File: src/rtl/insn_guard.sv
module insn_guard #(
  parameter int unsigned BLINK_HALF = 4_500_000
) (
  input  logic        clk,
  input  logic        rst_n,
  input  logic        insn_valid,
  input  logic [31:0] insn_word,
  output logic        halt,
  output logic        led_r,
  output logic        led_g,
  output logic        led_b
);
  localparam int unsigned CW = (BLINK_HALF > 1) ? $clog2(BLINK_HALF) : 1;
  localparam logic [CW-1:0] LAST = CW'(BLINK_HALF - 1);

  function automatic logic ok32(input logic [31:0] w);
    logic [2:0] f3;
    logic [6:0] f7;
    logic       r;
    f3 = w[14:12];
    f7 = w[31:25];
    case (w[6:0])
      7'b0110111, 7'b0010111, 7'b1101111: r = 1'b1;
      7'b1100111: r = (f3 == 3'd0);
      7'b1100011: r = (f3[2:1] != 2'b01);
      7'b0000011: r = (f3 != 3'd3) && (f3 != 3'd6) && (f3 != 3'd7);
      7'b0100011: r = (f3 <= 3'd2);
      7'b0010011:
        case (f3)
          3'd1:    r = (f7 == 7'h00);
          3'd5:    r = (f7 == 7'h00) || (f7 == 7'h20);
          default: r = 1'b1;
        endcase
      7'b0110011:
        case (f7)
          7'h00:   r = 1'b1;
          7'h20:   r = (f3 == 3'd0) || (f3 == 3'd5);
          7'h01:   r = !f3[2];
          default: r = 1'b0;
        endcase
      default: r = 1'b0;
    endcase
    return r;
  endfunction

  function automatic logic ok16(input logic [15:0] h);
    logic r;
    case ({h[1:0], h[15:13]})
      5'b00_000: r = (h[12:5] != 8'd0);
      5'b00_010, 5'b00_110: r = 1'b1;
      5'b01_000, 5'b01_001, 5'b01_010,
      5'b01_101, 5'b01_110, 5'b01_111: r = 1'b1;
      5'b01_011: r = ({h[12], h[6:2]} != 6'd0);
      5'b01_100: r = (h[11:10] == 2'b10) || !h[12];
      5'b10_000: r = !h[12];
      5'b10_010: r = (h[11:7] != 5'd0);
      5'b10_100: r = (h[11:7] != 5'd0) || (h[6:2] != 5'd0);
      5'b10_110: r = 1'b1;
      default:   r = 1'b0;
    endcase
    return r;
  endfunction

  logic          legal;
  logic [CW-1:0] cnt;
  logic          phase;

  assign legal = (insn_word[1:0] == 2'b11) ? ok32(insn_word) : ok16(insn_word[15:0]);

  always_ff @(posedge clk or negedge rst_n)
    if (!rst_n)                   halt <= 1'b0;
    else if (insn_valid && !legal) halt <= 1'b1;

  always_ff @(posedge clk or negedge rst_n)
    if (!rst_n) begin
      cnt   <= '0;
      phase <= 1'b0;
    end else if (cnt == LAST) begin
      cnt   <= '0;
      phase <= ~phase;
    end else begin
      cnt   <= cnt + 1'b1;
    end

  assign led_r = halt & phase;
  assign led_g = 1'b0;
  assign led_b = 1'b0;
endmodule

File: config.mk
export PLATFORM = sky130hd
export DESIGN_NAME = insn_guard
export DESIGN_NICKNAME = d
export VERILOG_FILES = /design/src/rtl/insn_guard.sv
export SDC_FILE = /design/constraint.sdc
export NUM_CORES = 1
export LEC_CHECK = 0
export CAP_MARGIN = 20
export CORE_AREA = 2 2 84 46
export DETAILED_ROUTE_END_ITERATION = 16
export DIE_AREA = 0 0 86 48
export DONT_BUFFER_PORTS = 1
export SLEW_MARGIN = 20
export SYNTH_ARGS = -nofsm -noshare
export SYNTH_HDL_FRONTEND = slang
export SYNTH_SLANG_ARGS = --single-unit
File: constraint.sdc
create_clock -name clk -period 2 [get_ports clk]
set_input_delay 0.2 -clock clk [delete_from_list [all_inputs] [get_ports clk]]
set_output_delay 0.2 -clock clk [all_outputs]
set_load 0.005 [all_outputs]
==> results of run 1 <==
## kinds of logic after synthesis
kind of cell               share of synthesized area
DFF                                            0.420
AOI/OAI and AO/OA                             0.0807
adders and majority gates                    0.00840
xor gates and xnor gates                       0.129
buffers and inverters                         0.0361
and+or+nand+nor                                0.310
muxes                                         0.0134
other                                        0.00252
## cell usage in the layout (no fill, tap or decap), types with 2 or more instances in the layout
master	netlist	routed
nor4b_1	2	2
nand3_1	12	12
dfrtp_1	25	25
nor3_2	2	2
nor3_1	10	10
buf_4	2	3
xnor2_1	11	11
inv_1	5	5
and4_1	3	3
nand4b_1	3	3
nor2b_1	2	2
nor2_1	22	21
xor2_1	9	9
clkbuf_8	0	3
nand4_1	5	5
nand2_1	11	11
conb_1	1	2
o21ai_0	3	3
mux2i_1	2	2
and2_1	2	2
nand2b_1	3	3
a21oi_1	4	4
and3_1	3	3
## stage by stage
stage               total power [uW]  cells  hold slack (ns)  utilization
detailed placement               552    203          -0.0950        0.461
global route                     902    209            0.188        0.485
CTS                              868    209            0.168        0.484
floorplan                        554    163          -0.0956            -
finish                           863    209            0.169        0.485
global placement                 551    203          -0.0950        0.461
## registers in the layout, indices dropped and copies added (netlist names)
register	cells
halt	1
cnt	23
phase	1
## metal layers
layer / wire length [um] / global-route usage / part of all wire / vias to the layer above
li1: - / - / - / 581
met1: 1750 / 0.256 / 0.58 / 528
met2: 1100 / 0.220 / 0.37 / 23
met3: 134 / 0.0534 / 0.044 / 5
met4: 29 / 0.0476 / 0.0096 / 0
met5: 0 / 0 / 0 / -
## worst min path at each step
| stage | from | cells after the start | slack, ns | to |
|---|---|---|---|---|
| after detailed placement | rst_n | 0 | -0.09 | cnt[10] |
| after CTS | insn_word[0] | 2 | 0.17 | halt |
| after floorplan | rst_n | 0 | -0.1 | cnt[0] |
| final | insn_word[0] | 2 | 0.17 | halt |
| after global placement | rst_n | 0 | -0.09 | cnt[8] |
| after global routing | insn_word[0] | 2 | 0.19 | halt |
## power groups by stage
stage               Combinational (uW)  Clock, uW  Sequential, uW
CTS                               54.2        309             505
global placement                  35.9          0             515
detailed placement                37.1          0             515
finish                            53.4        305             505
global route                      60.6        337             505
floorplan                         38.8          0             515
## what timing repair did
| item | in CTS | in global routing |
|---|---|---|
| endpoints found under the hold margin | 25 | 0 |
| setup endpoints to repair | 0 | 1 |
| gates resized for setup | 0 | 1 |
| hold buffers | 2 | 0 |
## area by class of cell
cell class / instances / area, um2 / share of cell area
timing repair buffer: 5 / 52.6 / 0.0326
multi-input combinational: 128 / 816 / 0.507
sequential: 25 / 626 / 0.389
tap: 42 / 52.6 / 0.0326
inverter: 5 / 18.8 / 0.0117
clock buffer: 4 / 45.0 / 0.0280
## critical path: cells and delay by family (launching register included)
family	cells	cell delay, ns
and+or+nand+nor	3	0.94
DFF	1	0.44
buffers and inverters	1	0.19
xor gates and xnor gates	1	0.14
==> results by group, run 1 <==
Clock tree
  – Htree depth: 1
  – Max Root-Sink Buffers: 2
  – Clk sinks: 25
  – Clock Tree Root: clkbuf_8
  – Clk slew on worst S/H paths: 0.09 ns
  – CTS Buf Count: 3
  – TritonCTS clock tree: built
  – Setup Buffers After CTS: 0
  – Clk_lat worst skew: 0.27 ns

Critical path
  – Reg2reg start: cnt[7]
  – Required @ worst endpoint: 2.20 ns
  – Crit path kind: flip-flop to flip-flop
  – R2R Setup Slk: 0.20 ns
  – Crit-path max cell delay: 0.51 ns
  – Reg2Reg Depth: 5
  – Worst setup path start: cnt[7]
  – Critical Path Fanout Max: 9
  – R2R Path End: phase
  – Worst Setup End Kind: flip-flop
  – Slowest stage cell, crit path: or4b_1
  – Cell breakdown of the critical path: or4b_1 > nor4_1 > and4_1 > buf_4 > xor2_2
  – Critical path launch point type: flip-flop
  – Worst EP arrival: 2.00 ns
  – Setup crit end: phase

Power and ir drop
  – Cell Pwr Density: 536 mW/mm2
  – Switching Fraction: 0.220
  – Worst VDD drop: 250 uV
  – Seq pwr share: 0.585
  – Internal power: 673 uW
  – Combinational Power Share: 0.062
  – Leak: 0.000660 uW
  – Clock power share: 0.353
  – Psw: 190 uW

Global routing
  – Total grt overflow: 0
  – GRT Resource Usage Total: 0.167
  – First-pass GRT wire length: 5040 um
  – Initial antenna violation count: 0
  – Number of global-route vias before repair: 999
  – Pin count of the biggest net entering global routing: 26

Floorplanning
  – # rows: 15
  – Die footprint: 0.00413 mm2
  – Starting Density: 0.448
  – Die extent in y: 48 um
  – Chip Width: 86 um
  – Core area: 0.00332 mm2
  – I/O pin cnt: 39

Layout
  – Ant diodes: 0
  – Nets: 204
  – P&R area growth vs syn: 8.15%
  – Filler instances: 311
  – Layout cells sized above 1: 0.0719
  – Post-layout instance area: 0.00161 mm2

Timing
  – Final setup TNS: 0 ns
  – Setup violations, final: 0
  – RSZ-0062 raised after global routing: no
  – Post-layout worst setup margin: 0.199 ns
  – Tmin final: 1.80 ns
  – Clock skew: 0.00581 ns
  – FMAX: 555 MHz
  – Max Transition Viols Final: 0
  – Relative slew slack: 0.669
  – Crit share post-route: 0.901
  – Slew @ Worst Pin: 0.491 ns
  – Hold Vio Cnt, Final: 0

Synth
  – Commonest cells in the netlist: 25 x dfrtp_1, 22 x nor2_1, 12 x nand3_1
  – Ys flop type: dfrtp_1
  – Most numerous cell in the Yosys netlist: dfrtp_1
  – Post-synthesis sequential area ratio: 0.420
  – Mean area per synthesized cell: 9.19 um2
  – Main area contributors after synthesis: dfrtp_1 42%, xnor2_1 6.5%, nor2_1 5.5%
  – Asr flop ratio synth: 1.00
  – EDFF count, synth: 0
  – Netlist cell types: 42
  – Ys Warns: 0
  – Post-Synthesis Cells: 162
  – Post-synthesis cell area: 0.00149 mm2
  – Area leader, netlist: dfrtp_1
  – Synth Register Bits: 25
  – Top cell type's share of synthesized area: 0.420

Place
  – Cell Area, Placed: 0.00153 mm2
  – DP Worst Slack: 0.220 ns
  – RePlAce Congestion: 0.763
  – Post-detail-place hpwl: 2260 um
  – # port buffers: 0

Detailed routing
  – Initial drt markers: 101
  – DRT Pass-1 Iters: 4
  – Avg Vias per Cell: 5.44
  – Routed Antenna Nets: 0
  – Final WL: 3020 um
  – # DRC: 0
  – Number of vias in the routed layout: 1137
  – Drt wl/cell: 14.4 um

Worst hold path
  – Hold Crit Class: input pin to flip-flop

Job
  – Max Cap Viol: 0

Outcome
  – Status: finished clean
No activity file was read; power rests on OpenSTA's default activity.
==> run 2: changes to the inputs <==
--- a/config.mk
+++ b/config.mk
@@ -6,9 +6,9 @@
 export NUM_CORES = 1
 export LEC_CHECK = 0
 export CAP_MARGIN = 20
-export CORE_AREA = 2 2 84 46
+export CORE_AREA = 2 2 47 81
 export DETAILED_ROUTE_END_ITERATION = 16
-export DIE_AREA = 0 0 86 48
+export DIE_AREA = 0 0 49 83
 export DONT_BUFFER_PORTS = 1
 export SLEW_MARGIN = 20
 export SYNTH_ARGS = -nofsm -noshare
==> run 2 against run 1 <==
Net effect: combinational power shrank 3%; clock-buffer cell count shrank 1; sequential cell count did not move; first-iteration DRC count shrank 67%; clock skew shrank 0.0024 ns; sequential power barely moved; critical path type unchanged; highest routed layer unchanged.
==> results by group, run 2 (synthesis results as in run 1) <==
Clock tree
  – Clock Tree Root: clkbuf_8 (unchanged)
  – Max Root-Sink Buffers: 2 (unchanged)
  – Setup Buffers After CTS: 0 (unchanged)
  – TritonCTS clock tree: built (unchanged)
  – CTS Buf Count: 3 (unchanged)
  – Htree depth: 1 (unchanged)
  – Clk sinks: 25 (unchanged)
  – Clk_lat worst skew: 0.27 ns (about the same)
  – Clk slew on worst S/H paths: 0.09 ns (about the same)

Timing
  – Hold Vio Cnt, Final: 0 (unchanged)
  – RSZ-0062 raised after global routing: no (unchanged)
  – Final setup TNS: 0 ns (unchanged)
  – Crit share post-route: 0.881 (was 0.901)
  – Clock skew: 0.00337 ns (was 0.00581 ns)
  – Tmin final: 1.76 ns (was 1.80 ns)
  – Max Transition Viols Final: 0 (unchanged)
  – FMAX: 568 MHz (was 555 MHz)
  – Setup violations, final: 0 (unchanged)

Place
  – Cell Area, Placed: 0.00154 mm2 (was 0.00153 mm2)
  – Post-detail-place hpwl: 2380 um (was 2260 um)
  – RePlAce Congestion: 0.845 (was 0.763)
  – Inst Count DP: 207 (was 203)
  – # port buffers: 0 (unchanged)

Critical path
  – CP delay by family, top: simple AND/OR/NAND/NOR gates (unchanged)
  – Crit-path max cell delay: 0.52 ns (was 0.51 ns)
  – Slowest stage cell, crit path: or4b_1 (unchanged)
  – Worst Setup End Kind: flip-flop (unchanged)
  – Worst EP arrival: 1.96 ns (was 2.00 ns)
  – Cell breakdown of the critical path: or4b_1 > nor4_1 > and4_1 > buf_4 > xor2_2 (unchanged)
  – Critical Path Fanout Max: 6 (was 9)
  – Crit path kind: flip-flop to flip-flop (unchanged)
  – Reg2Reg Depth: 5 (unchanged)
  – Crit. path cell count: 5 (unchanged)
  – Required @ worst endpoint: 2.20 ns (about the same)
  – Worst Path Buf+Inv: 1 (unchanged)
  – Critical path launch point type: flip-flop (unchanged)

Floorplanning
  – Chip Width: 49 um (was 86 um)
  – I/O pin cnt: 39 (unchanged)
  – Starting Density: 0.438 (was 0.448)
  – Core area: 0.00340 mm2 (was 0.00332 mm2)
  – # rows: 28 (was 15)
  – Die extent in y: 83 um (was 48 um)
  – Die footprint: 0.00407 mm2 (was 0.00413 mm2)

Layout
  – Non-Filler Instances: 213 (was 209)
  – Post-layout instance area: 0.00162 mm2 (was 0.00161 mm2)
  – Most frequent cells in the layout: 25 x dfrtp_1, 21 x nor2_1, 12 x nand3_1, 11 x nand2_1, 11 x xnor2_1 (unchanged)
  – Filler instances: 344 (was 311)
  – Biggest regs: cnt (23), halt (1), phase (1) (unchanged)
  – Largest Register: cnt (unchanged)
  – Ant diodes: 0 (unchanged)
  – Nets: 205 (was 204)
  – P&R area growth vs syn: 8.99% (was 8.15%)
  – Layout cells sized above 1: 0.0833 (was 0.0719)
  – Max FFs per register: 23 (unchanged)
  – Most common cell after layout, fill and taps aside: dfrtp_1 (unchanged)

Global routing
  – GRT Resource Usage Total: 0.157 (was 0.167)
  – Total grt overflow: 0 (unchanged)
  – Number of global-route vias before repair: 1210 (was 999)
  – Initial antenna violation count: 0 (unchanged)
  – Pin count of the biggest net entering global routing: 26 (unchanged)
  – First-pass GRT wire length: 5210 um (was 5040 um)

Worst hold path
  – Hold Path Stages: 2 (unchanged)
  – Hold Crit Class: input pin to flip-flop (unchanged)

Outcome
  – Status: finished clean (unchanged)

Detailed routing
  – # DRC: 0 (unchanged)
  – Initial drt markers: 33 (was 101)
  – Final WL: 3090 um (was 3020 um)
  – Avg Vias per Cell: 5.62 (was 5.44)
  – Drt wl/cell: 14.5 um (was 14.4 um)
  – Number of vias in the routed layout: 1198 (was 1137)
  – Routed Antenna Nets: 0 (unchanged)
  – DRT Pass-1 Iters: 4 (unchanged)

Power and ir drop
  – Cell Pwr Density: 525 mW/mm2 (was 536 mW/mm2)
  – Total power: 852 uW (was 863 uW)
  – Leak: 0.000669 uW (was 0.000660 uW)
  – Worst VDD drop: 333 uV (was 250 uV)

Job
  – Max Cap Viol: 0 (unchanged)
run 2: timing repair:
item / 4_1_cts / 5_1_grt
hold endpoints to repair: 25 / 0
resized for setup: 0 / 1
hold buffers: 2 / 0
setup endpoints to repair: 0 / 1
run 2: final timing paths:
kind,from,end,slack (ns)
max,cnt[6],phase,0.24
min,insn_word[0],halt,0.19
min reg2reg,cnt[0],cnt[0],0.49
min in group asynchronous,rst_n,cnt[18],0.36
max in group asynchronous,rst_n,cnt[0],1.50
max reg2reg,cnt[6],phase,0.24
run 2: cell type report:
cell class,count,area [um2],area share
Sequential cell,25,626,0.386
Multi-Input combinational cell,128,816,0.503
Tap cell,45,56.3,0.0347
Timing Repair Buffer,6,60.1,0.0370
Clock inverter,1,5.00,0.00308
Inverter,5,18.8,0.0116
Clock buffer,3,41.3,0.0254
run 2: metrics by stage:
step                utilization  hold slack (ns)  setup slack [ns]
global route              0.478            0.190            0.0785
CTS                       0.477            0.182             0.220
floorplan                     -          -0.0956             0.329
finish                    0.478            0.185             0.239
detailed placement        0.454          -0.0950             0.250
global placement          0.454          -0.0951             0.236
run 2: layer usage:
| layer | wire length (um) | up-vias | track usage | share of wire |
|---|---|---|---|---|
| met1 | 1240 | 578 | 0.185 | 0.40 |
| met5 | 0 | - | 0 | 0 |
| li1 | - | 580 | - | - |
| met2 | 1710 | 36 | 0.290 | 0.55 |
| met3 | 126 | 4 | 0.0180 | 0.041 |
| met4 | 25 | 0 | 0.0468 | 0.0081 |
run 2: power breakdown:
| group | internal, uW | total (uW) | switching (uW) | leakage (uW) |
|---|---|---|---|---|
| Sequential | 505 | 505 | 0.00000855 | 0.000330 |
| Clock | 139 | 295 | 156 | 0.0000255 |
| Combinational | 25.4 | 51.8 | 26.3 | 0.000313 |
| Total | 670 | 852 | 182 | 0.000669 |
